===== src/rtl/fguard_pkg.sv =====
package fguard_pkg;
    localparam int CFG_W   = 8;
    localparam int L1_LSB  = 6;
    localparam int REL_LSB = 4;
    localparam int L2_LSB  = 2;
    localparam int PAIR_W  = 2;
    localparam logic [CFG_W-1:0] CFG_RESET = '1;

    typedef enum logic [1:0] {MODE_PAR = 2'd0, MODE_SER = 2'd1, MODE_CPU = 2'd2, MODE_RSV = 2'd3} acc_mode_e;
    typedef enum logic [1:0] {REQ_READ = 2'd0, REQ_PROG = 2'd1, REQ_ERASE = 2'd2, REQ_RSV = 2'd3} req_kind_e;
    typedef enum logic [1:0] {LVL_OFF = 2'd0, LVL_ONE = 2'd1, LVL_TWO = 2'd2, LVL_BAD = 2'd3} prot_lvl_e;

    function automatic logic is_parallel(acc_mode_e m);
        return (m == MODE_PAR) || (m == MODE_RSV);
    endfunction
endpackage


===== src/rtl/fguard_cfg_reg.sv =====
module fguard_cfg_reg
    import fguard_pkg::*;
(
    input  logic             clk,
    input  logic             rst_n,
    input  logic             we,
    input  logic [CFG_W-1:0] wdata,
    input  acc_mode_e        mode,
    input  logic             prot_active,
    output logic [CFG_W-1:0] cfg
);
    typedef struct packed {
        logic [CFG_W-1:0] cfg;
    } cfg_state_t;

    cfg_state_t st_d, st_q;
    logic       lock_release;

    always_comb begin
        st_d = st_q;
        lock_release = is_parallel(mode) && prot_active;
        if (we) begin
            st_d.cfg = wdata;
            st_d.cfg[L2_LSB-1:0] = '1;
            if (lock_release) begin
                st_d.cfg[REL_LSB +: PAIR_W] = st_q.cfg[REL_LSB +: PAIR_W];
            end
        end
    end

    always_ff @(posedge clk or negedge rst_n) begin
        if (!rst_n) st_q <= '{cfg: CFG_RESET};
        else        st_q <= st_d;
    end

    assign cfg = st_q.cfg;

    p_reserved_ones_r12: assert property (@(posedge clk) disable iff (!rst_n)
        cfg[L2_LSB-1:0] == '1);

    p_release_locked_r10: assert property (@(posedge clk) disable iff (!rst_n)
        (we && is_parallel(mode) && prot_active) |=> $stable(cfg[REL_LSB +: PAIR_W]));

    p_free_write_r11: assert property (@(posedge clk) disable iff (!rst_n)
        (we && !is_parallel(mode)) |=> (cfg[CFG_W-1:L2_LSB] == $past(wdata[CFG_W-1:L2_LSB])));
endmodule


===== src/rtl/fguard_level_dec.sv =====
module fguard_level_dec
    import fguard_pkg::*;
(
    input  logic [PAIR_W-1:0] l1_pair,
    input  logic [PAIR_W-1:0] rel_pair,
    input  logic [PAIR_W-1:0] l2_pair,
    output prot_lvl_e         level
);
    logic l1_req, l2_req, released;

    always_comb begin
        l1_req   = (l1_pair != '1);
        l2_req   = (l2_pair != '1);
        released = (rel_pair == '0);
        if (released)    level = LVL_OFF;
        else if (l2_req) level = LVL_TWO;
        else if (l1_req) level = LVL_ONE;
        else             level = LVL_OFF;
    end
endmodule


===== src/rtl/fguard_arbiter.sv =====
module fguard_arbiter
    import fguard_pkg::*;
(
    input  logic      clk,
    input  logic      rst_n,
    input  logic      req_valid,
    input  req_kind_e kind,
    input  acc_mode_e mode,
    input  logic      tester,
    input  prot_lvl_e level,
    output logic      rsp_valid,
    output logic      rsp_grant
);
    typedef struct packed {
        logic valid;
        logic grant;
    } rsp_state_t;

    rsp_state_t st_d, st_q;
    logic       allow;

    always_comb begin
        if (tester && (kind == REQ_READ)) allow = (level != LVL_TWO);
        else if (is_parallel(mode))       allow = (level == LVL_OFF);
        else                              allow = 1'b1;
        st_d.valid = req_valid;
        st_d.grant = req_valid ? allow : st_q.grant;
    end

    always_ff @(posedge clk or negedge rst_n) begin
        if (!rst_n) st_q <= '0;
        else        st_q <= st_d;
    end

    assign rsp_valid = st_q.valid;
    assign rsp_grant = st_q.grant;

    p_rsp_follows_req_r9: assert property (@(posedge clk) disable iff (!rst_n)
        req_valid |=> rsp_valid);
    p_no_spurious_rsp_r9: assert property (@(posedge clk) disable iff (!rst_n)
        !req_valid |=> !rsp_valid);
    p_side_mode_grant_r8: assert property (@(posedge clk) disable iff (!rst_n)
        (req_valid && !tester && !is_parallel(mode)) |=> rsp_grant);
    p_tester_l2_deny_r7: assert property (@(posedge clk) disable iff (!rst_n)
        (req_valid && tester && kind == REQ_READ && level == LVL_TWO) |=> !rsp_grant);
    p_par_protected_deny_r6: assert property (@(posedge clk) disable iff (!rst_n)
        (req_valid && !tester && is_parallel(mode) && level != LVL_OFF) |=> !rsp_grant);
endmodule


===== src/rtl/flash_guard_top.sv =====
module flash_guard_top
    import fguard_pkg::*;
(
    input  logic             clk,
    input  logic             rst_n,
    input  logic [1:0]       mode_i,
    input  logic             req_valid_i,
    input  logic [1:0]       req_kind_i,
    input  logic             tester_i,
    input  logic             cfg_we_i,
    input  logic [CFG_W-1:0] cfg_wdata_i,
    output logic             rsp_valid_o,
    output logic             rsp_grant_o,
    output logic [1:0]       level_o,
    output logic [CFG_W-1:0] cfg_rdata_o
);
    acc_mode_e        mode;
    req_kind_e        kind;
    prot_lvl_e        level;
    logic [CFG_W-1:0] cfg;

    assign mode = acc_mode_e'(mode_i);
    assign kind = req_kind_e'(req_kind_i);

    fguard_cfg_reg u_cfg (
        .clk         (clk),
        .rst_n       (rst_n),
        .we          (cfg_we_i),
        .wdata       (cfg_wdata_i),
        .mode        (mode),
        .prot_active (level != LVL_OFF),
        .cfg         (cfg)
    );

    fguard_level_dec u_dec (
        .l1_pair  (cfg[L1_LSB +: PAIR_W]),
        .rel_pair (cfg[REL_LSB +: PAIR_W]),
        .l2_pair  (cfg[L2_LSB +: PAIR_W]),
        .level    (level)
    );

    fguard_arbiter u_arb (
        .clk       (clk),
        .rst_n     (rst_n),
        .req_valid (req_valid_i),
        .kind      (kind),
        .mode      (mode),
        .tester    (tester_i),
        .level     (level),
        .rsp_valid (rsp_valid_o),
        .rsp_grant (rsp_grant_o)
    );

    assign level_o     = level;
    assign cfg_rdata_o = cfg;

    p_released_off_r3: assert property (@(posedge clk) disable iff (!rst_n)
        (cfg_rdata_o[REL_LSB +: PAIR_W] == '0) |-> (level_o == 2'd0));
    p_level_legal_r5: assert property (@(posedge clk) disable iff (!rst_n)
        level_o != 2'd3);
    p_both_pairs_l2_r4: assert property (@(posedge clk) disable iff (!rst_n)
        (cfg_rdata_o[L1_LSB +: PAIR_W] != '1 && cfg_rdata_o[L2_LSB +: PAIR_W] != '1
         && cfg_rdata_o[REL_LSB +: PAIR_W] != '0) |-> (level_o == 2'd2));
endmodule


===== config.mk =====
export PLATFORM = sky130hd
export DESIGN_NAME = flash_guard_top
export DESIGN_NICKNAME = d
export VERILOG_FILES = /design/src/rtl/fguard_pkg.sv /design/src/rtl/fguard_cfg_reg.sv /design/src/rtl/fguard_level_dec.sv /design/src/rtl/fguard_arbiter.sv /design/src/rtl/flash_guard_top.sv
export SDC_FILE = /design/constraint.sdc
export NUM_CORES = 1
export LEC_CHECK = 0
export BUFFER_PORTS_ARGS = -buffer_cell sky130_fd_sc_hd__buf_4
export CORE_AREA = 2 2 39 41
export CTS_CLUSTER_DIAMETER = 60
export DETAILED_ROUTE_END_ITERATION = 12
export DIE_AREA = 0 0 41 43
export GPL_ROUTABILITY_DRIVEN = 0
export PLACE_DENSITY = 0.58
export SLEW_MARGIN = 5
export SYNTH_ARGS = -nofsm -noshare
export SYNTH_HDL_FRONTEND = slang
export SYNTH_SLANG_ARGS = --single-unit

===== constraint.sdc =====
create_clock -name clk -period 2.2 [get_ports clk]
set_clock_uncertainty 0.2 [all_clocks]
set_input_delay 0.55 -clock clk [delete_from_list [all_inputs] [get_ports clk]]
set_output_delay 0.55 -clock clk [all_outputs]
set_load 0.1 [all_outputs]

[After elaboration in Yosys (flattened, before gate mapping)]
Index checks and enable logic that the tools add are counted.
Word-level totals
  register bits after elaboration: 8
  bits of input ports: 17
  output and inout bits: 12
  word-level logic and storage cells: 23
Operators by class
  equality and inequality tests: 4
  muxes and demuxes: 5
  bitwise gates (word level): 1
  reductions and logical operators: 9
Operators with widths (number)
  2-bit logical NOT: 4
  2-bit != test, second input constant: 3
  2-bit two-way mux: 2
  1-bit two-way mux: 3
  2-bit == test, second input constant: 1
  1-bit logical AND: 2
  2-bit AND reduction: 1
  2-bit nonzero test: 1
  1-bit logical OR: 1
  1-bit NOT: 1

[Longest topological paths before layout]
Gate-level depths: netlist (run 1).
  word-level depth: 8
  gate-level depth with buffers: 3
  mapped depth without buffers: 3

[Modules after synthesis]
From an unflattened synthesis (run 1), not the netlist that was laid out.
Unflattened totals
  cell total of the unflattened synthesis: 30
  area, all modules: 384.1 um^2
Modules (own cells, without submodules)
  fguard_cfg_reg: times used 1, cells each 17, area each 264.0 um^2, sequential area each 157.7 um^2
  fguard_arbiter: times used 1, cells each 8, area each 88.8 um^2, sequential area each 50.0 um^2
  fguard_level_dec: times used 1, cells each 4, area each 25.0 um^2, sequential area each 0.0 um^2
  flash_guard_top: times used 1, cells each 1, area each 6.3 um^2, sequential area each 0.0 um^2

[Worst setup path before layout (run 1)]
No wires, ideal clock.
  path type: flip-flop to output port
  start point: reg u_cfg.st_q (netlist bit u_cfg.cfg[5])
  end point: out level_o[0]
  data arrival time: 3.320 ns
  data required time: 1.450 ns
  setup slack: -1.870 ns
  cell stages (with the launch flop): 3
  path buffers: 0
  cell sequence: dfstp_2 nor2_1 a211oi_1
Between the ends
  word-level cells in the longest chain between the ends: 2
Ends and longest elaborated chain
  from (decl): line fguard_cfg_reg.sv:16  | cfg_state_t st_d, st_q;
  from (signal assigned): line fguard_cfg_reg.sv:32  | if (!rst_n) st_q <= '{cfg: CFG_RESET};
  from (signal assigned): line fguard_cfg_reg.sv:33  | else st_q <= st_d;
  2-bit logical NOT: line fguard_level_dec.sv:14  | released = (rel_pair == '0);
  2-bit two-way mux: line fguard_level_dec.sv:15  | if (released) level = LVL_OFF;
  to (decl): line flash_guard_top.sv:14  | output logic [1:0] level_o,
Every way passes these cells.

[Worst setup path after layout (run 1)]
  start point: reg u_cfg.st_q (netlist bit u_cfg.cfg[4])
  end point: out level_o[0]
The elaborated chain is that of the path after synthesis.

==> results of run 1 <==
[what timing repair did]
action                                 in CTS  in global routing
setup endpoints to repair                   1                  1
buffers inserted                            0                  1
hold buffers                                1                  0
pin swaps                                   0                  1
resized for setup                           3                  0
endpoints found under the hold margin       2                  0
[state kept, by name, indices dropped and copies added, names as in the netlist]
| name | flops |
|---|---|
| u_arb.rsp_grant | 1 |
| u_arb.rsp_valid | 1 |
| u_cfg.cfg | 6 |
[area by class of cell]
cell class | count | area [um2]
inverters | 1 | 3.75
flip-flops and latches | 8 | 223
multi-input cells | 20 | 204
well taps | 16 | 20.0
repair buffers | 26 | 210
fillers | 123 | 697
clock buffers | 4 | 26.3
[stage by stage]
step | hold slack [ns] | instances | cell area [um2]
after floorplan | 0.0544 | 31 | 445
after global placement | 0.173 | 69 | 631
after detailed placement | 0.172 | 69 | 631
after CTS | 0.212 | 74 | 679
after global routing | 0.207 | 75 | 687
final | 0.223 | 75 | 687
[how the worst max path moves through the flow]
stage	startpoint	end	slack (ns)	depth (start not counted)
3_5_place_dp	u_cfg.cfg[2]	level_o[0]	0.22	3
2_1_floorplan	u_cfg.cfg[2]	level_o[0]	-0.32	2
6_report	u_cfg.cfg[4]	level_o[0]	0.05	3
4_1_cts	u_cfg.cfg[3]	level_o[0]	0.0004	3
5_1_grt	u_cfg.cfg[4]	level_o[0]	0.0002	3
3_3_place_gp	u_cfg.cfg[2]	level_o[0]	0.24	3
[cells by family (layout without fill, tap and decap cells)]
group	Yosys count	in the layout	synth area share [%]
other	1	2	0.967
flip-flops	8	8	53.5
XOR/XNOR	1	1	2.26
multiplexers	6	6	17.4
buffers and inverters	3	31	4.84
AND/OR/NAND/NOR	6	6	10.0
AO/OA/AOI/OAI	5	5	11.0
[power breakdown]
part	total, mW	switching [mW]	internal [mW]	leakage (nW)
Combinational	0.373	0.275	0.0973	0.198
Sequential	0.220	0.0293	0.190	0.0882
Clock	0.114	0.0451	0.0690	0.0150
[Yosys cell counts]
cell type / instances / area, um2
dfstp_2: 6 / 158
mux2_1: 6 / 67.6
buf_4: 2 / 15.0
dfrtp_1: 2 / 50.1
a211oi_1: 1 / 7.51
a21oi_1: 1 / 5.00
a31o_1: 1 / 8.76
and4_4: 1 / 11.3
conb_1: 1 / 3.75
inv_1: 1 / 3.75
nand2_1: 1 / 3.75
nor2_1: 1 / 3.75
nor3b_1: 1 / 7.51
nor4_1: 1 / 6.26
o2bb2ai_1: 1 / 8.76
o31ai_2: 1 / 12.5
or2_0: 1 / 6.26
xor2_1: 1 / 8.76
[layer usage]
metal	vias to the layer above	share of wire, %
li1	162	-
met1	159	39
met2	15	51
met3	0	9.7
met4	0	0
met5	-	0
==> results by group, run 1 <==
Layout
  – Fin util: about half
  – ANT cells: 0
  – Most frequent cells in the layout: buf_4 (24), mux2_1 (6), dfstp_4 (4), clkbuf_4 (3)
  – Share of layout cells above drive strength 1: 67.8%
  – Fin nets: 77
  – Leading cell type in the layout, fill and taps excluded: buf_4
  – Area growth syn-to-layout: 77.1%

Timing
  – Final hold vios: 0
  – Final period util: 97.9%
  – Setup violators final: 0
  – Total Negative Setup Slacks: 0 ns
  – Fmax: 464 MHz
  – Unrepaired setup endpoints after global routing: false
  – Slew Viols, Final: 0
  – Final WS setup: 0.0463 ns
  – Crit path time final: about 2.2 ns

Synthesis
  – Post-Syn Area: 388 um2
  – Sequential area share after synthesis: 53.5%
  – Syn_area_per_cell: 12.9 um2
  – Yosys reg bits: 8
  – Netlist cell types: 18
  – Synth Instances: 30
  – Synth warn: 0

Floorplanning
  – Die height: 43 um
  – Rows: 14
  – Die area: 1760 um2
  – Core area: around 1400 um2
  – Die width: 41 um
  – Initial Util: between 20% and 30%
  – Boundary pin count: 29

Worst setup path
  – CP bufs+invs: 1
  – R2r setup slk: 0.59 ns
  – Startpoint types: flop
  – R2R Path End: u_cfg.cfg[4]
  – Crit Path Max Fanout: 4
  – Crit-path cells: nor2_4 > a211oi_4 > buf_12
  – CP max-delay cell: dfstp_4
  – Req. time, crit path: 1.45 ns
  – R2R Path Start: u_cfg.cfg[4]
  – Nature of the critical path endpoint: primary output
  – Largest stage delay, worst path: 0.64 ns
  – R2R depth: 3
  – CP top delay family: flip-flops
  – Arr. time, crit path: approximately 1.4 ns
  – Critical setup path kind: reg -> out

Clock tree
  – CTS root buf: clkbuf_4
  – TritonCTS buffer count: 3
  – Worst-skew pair later-pin latency: between 0.2 and 0.3 ns
  – H-tree Lvls: 1
  – Longest Clk Path Bufs: 2
  – Clock sinks: 8
  – Worst-path clk slew: 0.06 ns
  – TritonCTS clock tree: done

Detailed routing
  – Via density per instance: 4.48
  – Total wire length: 838 um
  – DRC Markers: 0
  – Via count: 336
  – Drt wl/cell: 11.2 um
  – DR pass1 iterations: 3
  – DR iter-0 viols: 1
  – Final ANT Viol Nets: 0

Global route
  – Initial antenna violation count: 0
  – Global routing met3 resource utilization: 7.85%
  – Gr busiest metal: met2
  – Met1 Use GR: between 10% and 20%
  – Pin count of the biggest net entering global routing: 9
  – GR Layer Usage met2: 17.2%
  – GR Overflow Total: 0
  – GRT Total Usage: 11.9%
  – Global-route wire length before repair: 1.33 mm
  – Number of global-route vias before repair: roughly 340

Min path
  – WHS Endpoint: u_arb.rsp_valid
  – Hold Crit Depth: 1
  – Worst min path class: in -> reg
  – HP Start: req_valid_i

Power and ir drop
  – Static leakage: ~0.3 nW
  – Pwr dens: 1030 nW/um2
  – VDD IR-drop max: 401 uV
  – Final Power: a little over 700 uW

Placement
  – Place WS: about 0.22 ns
  – IO Port Bufs: 24

Outcome
  – Status: finished, final reports clean

Job
  – Max Cap Viol: 0
Note: power is estimated with default switching activity, not from simulation.
==> run 2: changes to the inputs <==
--- a/config.mk
+++ b/config.mk
@@ -11,7 +11,7 @@
 export DETAILED_ROUTE_END_ITERATION = 12
 export DIE_AREA = 0 0 41 43
 export GPL_ROUTABILITY_DRIVEN = 0
-export PLACE_DENSITY = 0.58
+export PLACE_DENSITY = 0.63
 export SLEW_MARGIN = 5
 export SYNTH_ARGS = -nofsm -noshare
 export SYNTH_HDL_FRONTEND = slang
==> run 2 against run 1 <==
Cell count grew 2.7%. Critical path depth did not move. Sequential share of layout area is 0.69 points lower. Die area unchanged. Combinational power grew 1%. Register-to-register slack worse by 0.07 ns. Critical endpoint unchanged. Largest power group unchanged.
==> results by group, run 2 (same netlist as run 1, synthesis figures left out) <==
Outcome
  – Status: finished, final reports clean

Clock tree
  – H-tree Lvls: 1 (unchanged)
  – Worst-path clk slew: 0.06 ns (about the same)
  – CTS root buf: clkbuf_4
  – Longest Clk Path Bufs: 2 (unchanged)
  – Clock sinks: 8 (unchanged)
  – TritonCTS clock tree: done
  – TritonCTS buffer count: 3 (unchanged)
  – Worst-skew pair later-pin latency: 0.25 ns (about the same)

Floorplanning
  – Die width: 41 um (unchanged)
  – Die area: 1760 um2 (unchanged)
  – Boundary pin count: 29 (unchanged)
  – Die height: 43 um (unchanged)
  – Initial Util: 28.0% (unchanged)
  – Rows: 14 (unchanged)
  – Core area: 1380 um2 (unchanged)

Layout
  – Multi-input gate area: 204 um2 (unchanged)
  – Fin nets: 79 (+2.6%)
  – Largest register FFs: 6 (unchanged)
  – Fin util: 50.7% (+1.1 points)
  – Area growth syn-to-layout: 81.0%
  – Fillers: 139 (+13%)
  – Leading cell type in the layout, fill and taps excluded: buf_4
  – Reg area: 223 um2 (unchanged)
  – Share of layout cells above drive strength 1: 68.9% (+1.1 points)
  – Most frequent cells in the layout: buf_4 (26), mux2_1 (6), dfstp_4 (4), clkbuf_4 (3)
  – ANT cells: 0 (unchanged)
  – Finished Layout Cells: 77 (+2.7%)

Worst setup path
  – Number of stages on the worst setup path: 3 (unchanged)
  – CP bufs+invs: 1 (unchanged)
  – Nature of the critical path endpoint: primary output
  – CP top delay family: flip-flops
  – Crit-path cells: nand2_4 > a211oi_4 > buf_12
  – Startpoint types: flop
  – Arr. time, crit path: 1.38 ns (-0.02 ns)
  – Largest stage delay, worst path: 0.63 ns (about the same)
  – Crit Path Max Fanout: 3 (-1)
  – Req. time, crit path: 1.45 ns (about the same)
  – Critical setup path kind: reg -> out
  – R2R depth: 4 (+1)
  – CP max-delay cell: dfstp_4

Detailed routing
  – Final ANT Viol Nets: 0 (unchanged)
  – Via count: 351 (+4.5%)
  – Via density per instance: 4.56 (+1.8%)
  – Drt wl/cell: 11.6 um (+3.7%)
  – DR iter-0 viols: 1 (unchanged)
  – DR pass1 iterations: 2 (-1)
  – DRC Markers: 0 (unchanged)
  – Total wire length: 892 um (+6.4%)

Timing
  – Unrepaired setup endpoints after global routing: false
  – Final WS setup: 0.0686 ns (+0.0222 ns)
  – Total Negative Setup Slacks: 0 ns (unchanged)
  – Final period util: 96.9% (-1.0 points)
  – Slew Viols, Final: 0 (unchanged)
  – Crit path time final: 2.13 ns (-0.0222 ns)
  – Final hold vios: 0 (unchanged)
  – Setup violators final: 0 (unchanged)
  – Fmax: 469 MHz (+1.0%)

Placement
  – IO Port Bufs: 24 (unchanged)
  – DPL Wire Length: 664 um
  – Place WS: 0.238 ns (+0.0153 ns)
  – Placed insts: 69 (unchanged)

Power and ir drop
  – VDD IR-drop max: 432 uV (+7.7%)
  – Final Power: 710 uW (+0.54%)
  – Pwr dens: 1010 nW/um2 (-1.6%)
  – Static leakage: 0.311 nW (+3.2%)

Min path
  – Hold Crit Depth: 1 (unchanged)
  – Worst min path class: in -> reg

Global route
  – Number of global-route vias before repair: 348 (+3.9%)
  – Pin count of the biggest net entering global routing: 9 (unchanged)
  – GR Overflow Total: 0 (unchanged)
  – Global-route wire length before repair: 1.44 mm (+8.3%)
  – Initial antenna violation count: 0 (unchanged)
  – GRT Total Usage: 12.6% (+0.69 points)

Job
  – Max Cap Viol: 0 (unchanged)
-- run 2: layout make-up --
class	instances	area share (%)
Multi-Input combinational cell	20	29.1
Inverter	1	0.535
Sequential cell	8	31.7
Tap cell	16	2.85
Timing Repair Buffer	28	32.1
Clock buffer	4	3.74
-- run 2: worst paths after layout --
kind                       slack, ns            start              end
setup / recovery                0.07     u_cfg.cfg[3]       level_o[0]
hold / removal                  0.22      req_valid_i  u_arb.rsp_valid
setup reg to reg                0.52     u_cfg.cfg[3]     u_cfg.cfg[5]
hold reg to reg                 0.29  u_arb.rsp_grant  u_arb.rsp_grant
max in group asynchronous       1.12            rst_n     u_cfg.cfg[7]
min in group asynchronous       0.47            rst_n  u_arb.rsp_valid
-- run 2: routing by layer --
metal | routed length (um) | vias up | global-route usage (%)
met4 | 11 | 0 | 8.00
met2 | 487 | 16 | 20.0
met5 | 0 | - | 0
met1 | 317 | 162 | 13.0
met3 | 76 | 2 | 4.71
li1 | - | 171 | -
-- run 2: what timing repair did --
action / CTS / global route
cloned: 0 / 0
hold endpoints to repair: 2 / 0
setup buffers: 0 / 3
hold buffers: 1 / 0
setup endpoints to repair: 1 / 1
gates resized for setup: 1 / 2
-- run 2: where the power goes --
group          internal, mW  total [mW]  switching [mW]
clock                0.0693       0.117          0.0482
sequential            0.190       0.215          0.0248
combinational        0.0987       0.378           0.279
total                 0.358       0.710           0.352
-- run 2: stage by stage --
step | instance area [um2] | hold slack, ns
6_report | 702 | 0.218
3_3_place_gp | 631 | 0.173
4_1_cts | 671 | 0.208
3_5_place_dp | 631 | 0.174
5_1_grt | 702 | 0.204
2_1_floorplan | 445 | 0.0544
